**config.mk**
```make
export PLATFORM = sky130hd
export DESIGN_NAME = adc3w_reader
export DESIGN_NICKNAME = d
export VERILOG_FILES = /design/src/rtl/adc3w_pkg.sv /design/src/rtl/adc3w_timer.sv /design/src/rtl/adc3w_sck_gen.sv /design/src/rtl/adc3w_shifter.sv /design/src/rtl/adc3w_reader.sv
export SDC_FILE = /design/constraint.sdc
export NUM_CORES = 1
export LEC_CHECK = 0
export BUFFER_PORTS_ARGS = -buffer_cell sky130_fd_sc_hd__buf_2
export CAP_MARGIN = 10
export CORE_MARGIN = 1.5
export CORE_UTILIZATION = 50
export DETAILED_ROUTE_END_ITERATION = 16
export PLACE_DENSITY = 0.82
export SLEW_MARGIN = 10
export SYNTH_ARGS = -nofsm -noshare
export SYNTH_HDL_FRONTEND = slang
export SYNTH_SLANG_ARGS = --single-unit
```
**constraint.sdc**
```tcl
create_clock -name clk -period 2.2 [get_ports clk]
set_input_delay 0.11 -clock clk [delete_from_list [all_inputs] [get_ports clk]]
set_output_delay 0.11 -clock clk [all_outputs]
set_load 0.005 [all_outputs]
```
**src/rtl/adc3w_pkg.sv**
```systemverilog
// Shared definitions for the three-wire converter host reader.
// Assumes nothing beyond a single clock domain.
package adc3w_pkg;

    // Frame sequencer phases
    typedef enum logic [1:0] {
        ST_IDLE = 2'd0,
        ST_CONV = 2'd1,
        ST_READ = 2'd2,
        ST_GAP  = 2'd3
    } rd_state_t;

    // Larger of two integers, used to size shared counters
    function automatic int max2(input int a, input int b);
        return (a > b) ? a : b;
    endfunction

endpackage

```
**src/rtl/adc3w_timer.sv**
```systemverilog
// Down-counter for phase timing. A load sets the count, and the count then
// decrements once per cycle until it reaches zero, where it holds.
// Assumes load values fit in W bits.
module adc3w_timer #(
    parameter int W = 8
) (
    input  logic         clk,
    input  logic         rst_n,
    input  logic         load_i,
    input  logic [W-1:0] load_val_i,
    output logic         zero_o
);

    logic [W-1:0] cnt_q;

    // Load or count down toward zero
    always_ff @(posedge clk) begin
        if (!rst_n) begin
            cnt_q <= '0;
        end else if (load_i) begin
            cnt_q <= load_val_i;
        end else if (cnt_q != '0) begin
            cnt_q <= cnt_q - 1'b1;
        end
    end

    assign zero_o = (cnt_q == '0);

endmodule

```
**src/rtl/adc3w_sck_gen.sv**
```systemverilog
// Serial-clock generator. While run_i is high, it produces pulses that
// start low for HALF cycles and then alternate HALF cycles high and low.
// It flags each falling edge and the last one of a frame of BITS pulses.
// Assumes run_i drops in the cycle after last_o.
module adc3w_sck_gen #(
    parameter int HALF = 2,
    parameter int BITS = 16
) (
    input  logic clk,
    input  logic rst_n,
    input  logic run_i,
    output logic sck_o,
    output logic fall_o,
    output logic last_o
);

    localparam int HC_W = (HALF > 1) ? $clog2(HALF) : 1;
    localparam int BC_W = $clog2(BITS + 1);
    localparam logic [HC_W-1:0] HC_RELOAD = HC_W'(HALF - 1);
    localparam logic [BC_W-1:0] BC_LAST   = BC_W'(BITS - 1);

    logic [HC_W-1:0] half_q;
    logic [BC_W-1:0] bits_q;
    logic            sck_q;
    logic            toggle;

    assign toggle = run_i && (half_q == '0);
    assign fall_o = toggle && sck_q;
    assign last_o = fall_o && (bits_q == BC_LAST);
    assign sck_o  = sck_q;

    // Half-period counter and serial-clock level
    always_ff @(posedge clk) begin
        if (!rst_n || !run_i) begin
            half_q <= HC_RELOAD;
            sck_q  <= 1'b0;
        end else if (toggle) begin
            half_q <= HC_RELOAD;
            sck_q  <= ~sck_q;
        end else begin
            half_q <= half_q - 1'b1;
        end
    end

    // Count falling edges within the frame
    always_ff @(posedge clk) begin
        if (!rst_n || !run_i) begin
            bits_q <= '0;
        end else if (fall_o) begin
            bits_q <= bits_q + 1'b1;
        end
    end

endmodule

```
**src/rtl/adc3w_shifter.sv**
```systemverilog
// MSB-first capture register. Shifts one bit in per enable and presents
// the word that the next shift would form, left-aligned in DATA_W bits.
// Assumes 2 <= BITS <= DATA_W.
module adc3w_shifter #(
    parameter int DATA_W = 16,
    parameter int BITS   = 16
) (
    input  logic              clk,
    input  logic              rst_n,
    input  logic              shift_i,
    input  logic              din_i,
    output logic [DATA_W-1:0] word_next_o
);

    logic [BITS-1:0] sh_q;
    logic [BITS-1:0] frame_next;

    assign frame_next = {sh_q[BITS-2:0], din_i};

    // Shift captured bits toward the MSB
    always_ff @(posedge clk) begin
        if (!rst_n) begin
            sh_q <= '0;
        end else if (shift_i) begin
            sh_q <= frame_next;
        end
    end

    // Left-align, zero-filling below a short frame
    generate
        if (BITS == DATA_W) begin : g_full
            assign word_next_o = frame_next;
        end else begin : g_short
            assign word_next_o = {frame_next, {(DATA_W - BITS){1'b0}}};
        end
    endgenerate

endmodule

```
**src/rtl/adc3w_reader.sv**
```systemverilog
// Host-side reader for one converter in three-wire select mode with no
// busy indication. A request raises the convert line and waits CONV_CYCLES
// for the worst-case conversion. The line then drops, and FRAME_BITS
// serial-clock pulses capture data MSB first on falling edges. The line
// rises again to end the frame and is held high for GAP_CYCLES.
// Assumes sdo_i is already timed to clk and the converter's serial input
// is tied high.
module adc3w_reader #(
    parameter int DATA_W      = 16,
    parameter int FRAME_BITS  = 16,
    parameter int CONV_CYCLES = 200,
    parameter int SCK_HALF    = 2,
    parameter int GAP_CYCLES  = 50
) (
    input  logic              clk,
    input  logic              rst_n,
    input  logic              req_i,
    output logic              conv_o,
    output logic              sck_o,
    input  logic              sdo_i,
    output logic [DATA_W-1:0] data_o,
    output logic              valid_o
);
    import adc3w_pkg::*;

    localparam int TMR_W = $clog2(max2(CONV_CYCLES, GAP_CYCLES) + 1);
    localparam logic [TMR_W-1:0] CONV_LOAD = TMR_W'(CONV_CYCLES - 1);
    localparam logic [TMR_W-1:0] GAP_LOAD  = TMR_W'(GAP_CYCLES - 1);

    rd_state_t         state_q;
    logic              conv_q;
    logic              valid_q;
    logic [DATA_W-1:0] data_q;

    logic              tmr_load;
    logic [TMR_W-1:0]  tmr_val;
    logic              tmr_zero;
    logic              sck_run;
    logic              bit_fall;
    logic              bit_last;
    logic [DATA_W-1:0] word_next;
    logic              start;

    assign start    = (state_q == ST_IDLE) && req_i;
    assign sck_run  = (state_q == ST_READ);
    assign tmr_load = start || bit_last;
    assign tmr_val  = start ? CONV_LOAD : GAP_LOAD;

    adc3w_timer #(.W(TMR_W)) u_timer (
        .clk        (clk),
        .rst_n      (rst_n),
        .load_i     (tmr_load),
        .load_val_i (tmr_val),
        .zero_o     (tmr_zero)
    );

    adc3w_sck_gen #(.HALF(SCK_HALF), .BITS(FRAME_BITS)) u_sck (
        .clk    (clk),
        .rst_n  (rst_n),
        .run_i  (sck_run),
        .sck_o  (sck_o),
        .fall_o (bit_fall),
        .last_o (bit_last)
    );

    adc3w_shifter #(.DATA_W(DATA_W), .BITS(FRAME_BITS)) u_shift (
        .clk         (clk),
        .rst_n       (rst_n),
        .shift_i     (bit_fall),
        .din_i       (sdo_i),
        .word_next_o (word_next)
    );

    // Frame sequencer: convert line, result register and strobe
    always_ff @(posedge clk) begin
        if (!rst_n) begin
            state_q <= ST_IDLE;
            conv_q  <= 1'b0;
            valid_q <= 1'b0;
            data_q  <= '0;
        end else begin
            valid_q <= 1'b0;
            unique case (state_q)
                ST_IDLE: if (req_i) begin
                    state_q <= ST_CONV;
                    conv_q  <= 1'b1;
                end
                ST_CONV: if (tmr_zero) begin
                    state_q <= ST_READ;
                    conv_q  <= 1'b0;
                end
                ST_READ: if (bit_last) begin
                    state_q <= ST_GAP;
                    conv_q  <= 1'b1;
                    valid_q <= 1'b1;
                    data_q  <= word_next;
                end
                ST_GAP: if (tmr_zero) begin
                    state_q <= ST_IDLE;
                    conv_q  <= 1'b0;
                end
                default: state_q <= ST_IDLE;
            endcase
        end
    end

    assign conv_o  = conv_q;
    assign valid_o = valid_q;
    assign data_o  = data_q;

endmodule

```
==> results.py <==
metrics = {
    "outcome": {
        "run_status": "finished, final reports clean",
    },
    "clock_network": {
        "clkSinkCount": 50,
        "hold_buffers": 0,
        "tritoncts": "yes",
        "clk_latency_ns": 0.30,
        "htree_levels": 2,
        "path_clk_slew_ns": 0.09,
        "ctsResizeCount": 0,
        "cts_setup_buffers": 0,
        "cts_made_buffers": 5,
        "cts_buffer_depth": 2,
        "cts_root_buffer": "clkbuf_8",
    },
    "sta": {
        "relSlewSlack_pct": 49.9,
        "finalSetupViolCount": 0,
        "worst_pin_slew_ns": 0.751,
        "whs_ns": 0.0766,
        "finalHoldViolations": 0,
        "grt_setup_unrepaired": "false",
        "fin_setup_tns_ns": 0,
        "max_freq_mhz": 518,
        "min_period_over_period_pct": 87.8,
        "skew_ns": 0.00890,
        "slew_violations": 0,
        "finalCriticalPeriod_ns": 1.93,
    },
    "setup_path": {
        "crit_required_ns": 2.42,
        "cp_cell_sequence": "inv_1 -> ha_1 -> and3b_1 -> and2_1 -> nand2_1 -> a21oi_1",
        "reg2reg_from": "state_q[0]",
        "path_buf_inv": 1,
        "worstSetupPathType": "flip-flop to flip-flop",
        "startpoint_type": "flip-flop",
        "cp_max_fo": 19,
        "max_stage_delay_ns": 0.63,
        "worstRegToRegCells": 6,
        "regToRegSetupSlack_ns": 0.27,
        "cp_data_arrival_time_ns": 2.15,
        "critPathTopFamily": "simple AND/OR/NAND/NOR gates",
        "crit_slowest_cell": "and2_1",
        "critPathCaptureType": "flip-flop",
        "r2r-end": "data_o[13]",
    },
    "global_routing": {
        "grt_max_degree": 22,
        "grt_first_pass_wirelength_mm": 6.31,
        "antenna_found_initial": 0,
        "first_global_vias": 1456,
        "track_usage_pct": 18.7,
        "grt-ovfl-total": 0,
    },
    "synth": {
        "ys_types": 35,
        "synth_area_um2": 2040,
        "syn_avg_cell_area_um2": 8.52,
        "synth_edf_count": 0,
        "ys_seq_area_share_pct": 49.0,
        "syn_inst": 240,
        "synth_nets": 252,
        "yosys_most_used_dff": "dfxtp_1",
        "ys_async_sr_fraction_pct": 0,
        "synth_seq_cells": 50,
        "synth-warning-count": 0,
    },
    "floorplanning": {
        "ioPinCount": 23,
        "core_area_um2": 3970,
        "die_x_um": 66.9,
        "die_area_um2": 4480,
        "die_y_um": 66.9,
        "initial_core_util_pct": 51.5,
        "rows": 23,
    },
    "route": {
        "viasPerCell": 5.16,
        "m1WireLength_mm": 1.70,
        "vias": 1601,
        "drcViolationCount": 0,
        "dr_wl_met2_mm": 1.79,
        "dr_wl_met3_um": 198,
        "drt_iter0_drc": 127,
        "wl_mm": 3.71,
        "drtAntennaViolNets": 0,
        "drt_first_pass_iters": 4,
        "wl_per_cell_um": 12.0,
        "top_layer": "met4",
    },
    "power_and_ir_drop": {
        "switching_power_mw": 0.725,
        "p_leak_nw": 0.875,
        "p_int_mw": 1.53,
        "p_clk_share_pct": 21.7,
        "total_power_mw": 2.26,
        "seqPwrFrac_pct": 48.8,
        "power_density_nw_per_um2": 1000,
        "swShare_pct": 32.1,
        "ir_drop_uv": 538,
        "pwr-share-comb_pct": 29.5,
    },
    "cells_and_area": {
        "antenna_cells": 0,
        "fillers": 366,
        "nets": 272,
        "area_delta_synth_final_pct": 10.3,
        "drive_above_1_share_pct": 14.6,
        "stdcell_area_um2": 2250,
    },
    "min_path": {
        "hold_end": "data_o[0]",
        "hp-class": "primary input to flip-flop",
        "holdPathStages": 3,
        "hold_start": "sdo_i",
    },
    "run": {
        "drv_cap": 0,
    },
    "placed_design": {
        "place_hpwl_mm": 2.54,
        "routabilityCongestion": 0.846,
        "dpl_cell_area_um2": 2180,
        "port_buffers": 22,
    },
}
power by group through the flow:
| stage | Combinational [mW] | Sequential [mW] | Clock [mW] |
|---|---|---|---|
| after global routing | 0.747 | 1.12 | 0.543 |
| after detailed placement | 0.651 | 1.12 | 0 |
| final | 0.665 | 1.10 | 0.490 |
| after floorplan | 0.552 | 1.10 | 0 |
| after global placement | 0.634 | 1.12 | 0 |
| after CTS | 0.662 | 1.10 | 0.507 |
layer usage:
metal | up-vias | global-route usage, %
li1 | 833 | -
met1 | 724 | 23.5
met2 | 42 | 30.4
met3 | 2 | 4.05
met4 | 0 | 8.93
met5 | - | 0
worst max-delay path by stage:
stage,from,to,slack [ns],cells after the start
floorplan,state_q[0],u_timer.cnt_q[4],0.58,9
global placement,state_q[0],data_o[10],0.40,6
detailed placement,state_q[0],data_o[11],0.30,6
CTS,state_q[0],data_o[13],0.26,6
global route,state_q[0],data_o[11],0.05,6
finish,state_q[0],data_o[13],0.27,6
cell families (layout without fill, tap and decap cells):
group,count (synthesis),count (layout),share of synthesized area [%]
adder cells (fa/ha/maj),8,8,4.90
multiplexers,2,2,1.22
flip-flops,50,50,49.0
buffers and inverters,18,38,4.22
AO/OA/AOI/OAI,46,46,13.0
AND/OR/NAND/NOR,106,106,23.4
XOR/XNOR,10,10,4.28
cells in the mapped netlist (2+ instances only):
cell      number  area share, %
nand2_1       74             14
dfxtp_1       50             49
a21oi_1       35            8.6
nor2_1        10            1.8
ha_1           8            4.9
clkbuf_1       7            1.3
nand3_1        6            1.5
xor2_1         6            2.6
inv_1          5           0.92
o21ai_0        4           0.98
xnor2_1        4            1.7
buf_2          3           0.73
buf_6          2            1.1
nand3b_1       2           0.73
nor3_1         2           0.49
nor3b_1        2           0.73
or3_1          2           0.61
cell usage in the layout, fill, tap and decap left out:
master	netlist	layout
a211oi_2	1	1
ha_1	8	8
nand2_1	74	74
o31ai_4	1	1
mux2_4	1	1
nand3_1	6	6
nor3_1	2	2
nor4_4	1	1
a21oi_1	35	35
o21a_1	1	1
o22ai_1	1	1
buf_2	3	22
and3_2	1	1
clkinv_1	1	1
nand3_4	1	1
and3_1	1	1
or3_1	2	2
buf_4	0	3
mux2i_1	1	1
inv_1	5	5
a31oi_1	1	1
and2_1	1	1
clkbuf_8	0	5
nand4_1	1	1
and3b_1	1	1
clkinv_2	0	2
a211oi_1	1	1
o21ai_0	4	4
nor2b_1	1	1
xor2_1	6	6
nor3b_1	2	2
dfxtp_1	50	50
o211a_1	1	1
xnor2_1	4	4
nor2_1	10	10
nand3b_1	2	2
through the flow:
step           utilization, %  worst slack, ns  std cells
4_1_cts                  56.8            0.258        310
3_3_place_gp             54.8            0.404        303
5_1_grt                  56.8           0.0505        310
6_report                 56.8            0.269        310
2_1_floorplan               -            0.585        240
3_5_place_dp             54.8            0.297        303
area by class of cell:
| class | instances | area [um^2] | area share [%] |
|---|---|---|---|
| clock buffers | 5 | 68.8 | 3.05 |
| inverters | 6 | 22.5 | 0.999 |
| repair buffers | 25 | 133 | 5.88 |
| clock inverters | 2 | 10.0 | 0.444 |
| well taps | 50 | 62.6 | 2.77 |
| flip-flops and latches | 50 | 1000 | 44.4 |
| multi-input cells | 172 | 957 | 42.5 |
flip-flops by register name, summed over array words and instances, names as in the netlist:
register,cells
conv_o,1
u_sck.bits_q,5
data_o,16
u_sck.sck_o,1
u_shift.sh_q,15
u_sck.half_q,1
state_q,2
valid_o,1
u_timer.cnt_q,8
worst reg2reg max path: cells and delay by family (launching register included):
family | cells | cell delay, ns
AOI/OAI and AO/OA | 1 | 0.14
adders and majority gates | 1 | 0.27
buffers and inverters | 1 | 0.09
DFF | 1 | 0.35
and+or+nand+nor | 3 | 1.01
Power figures use the tool's default switching activity.
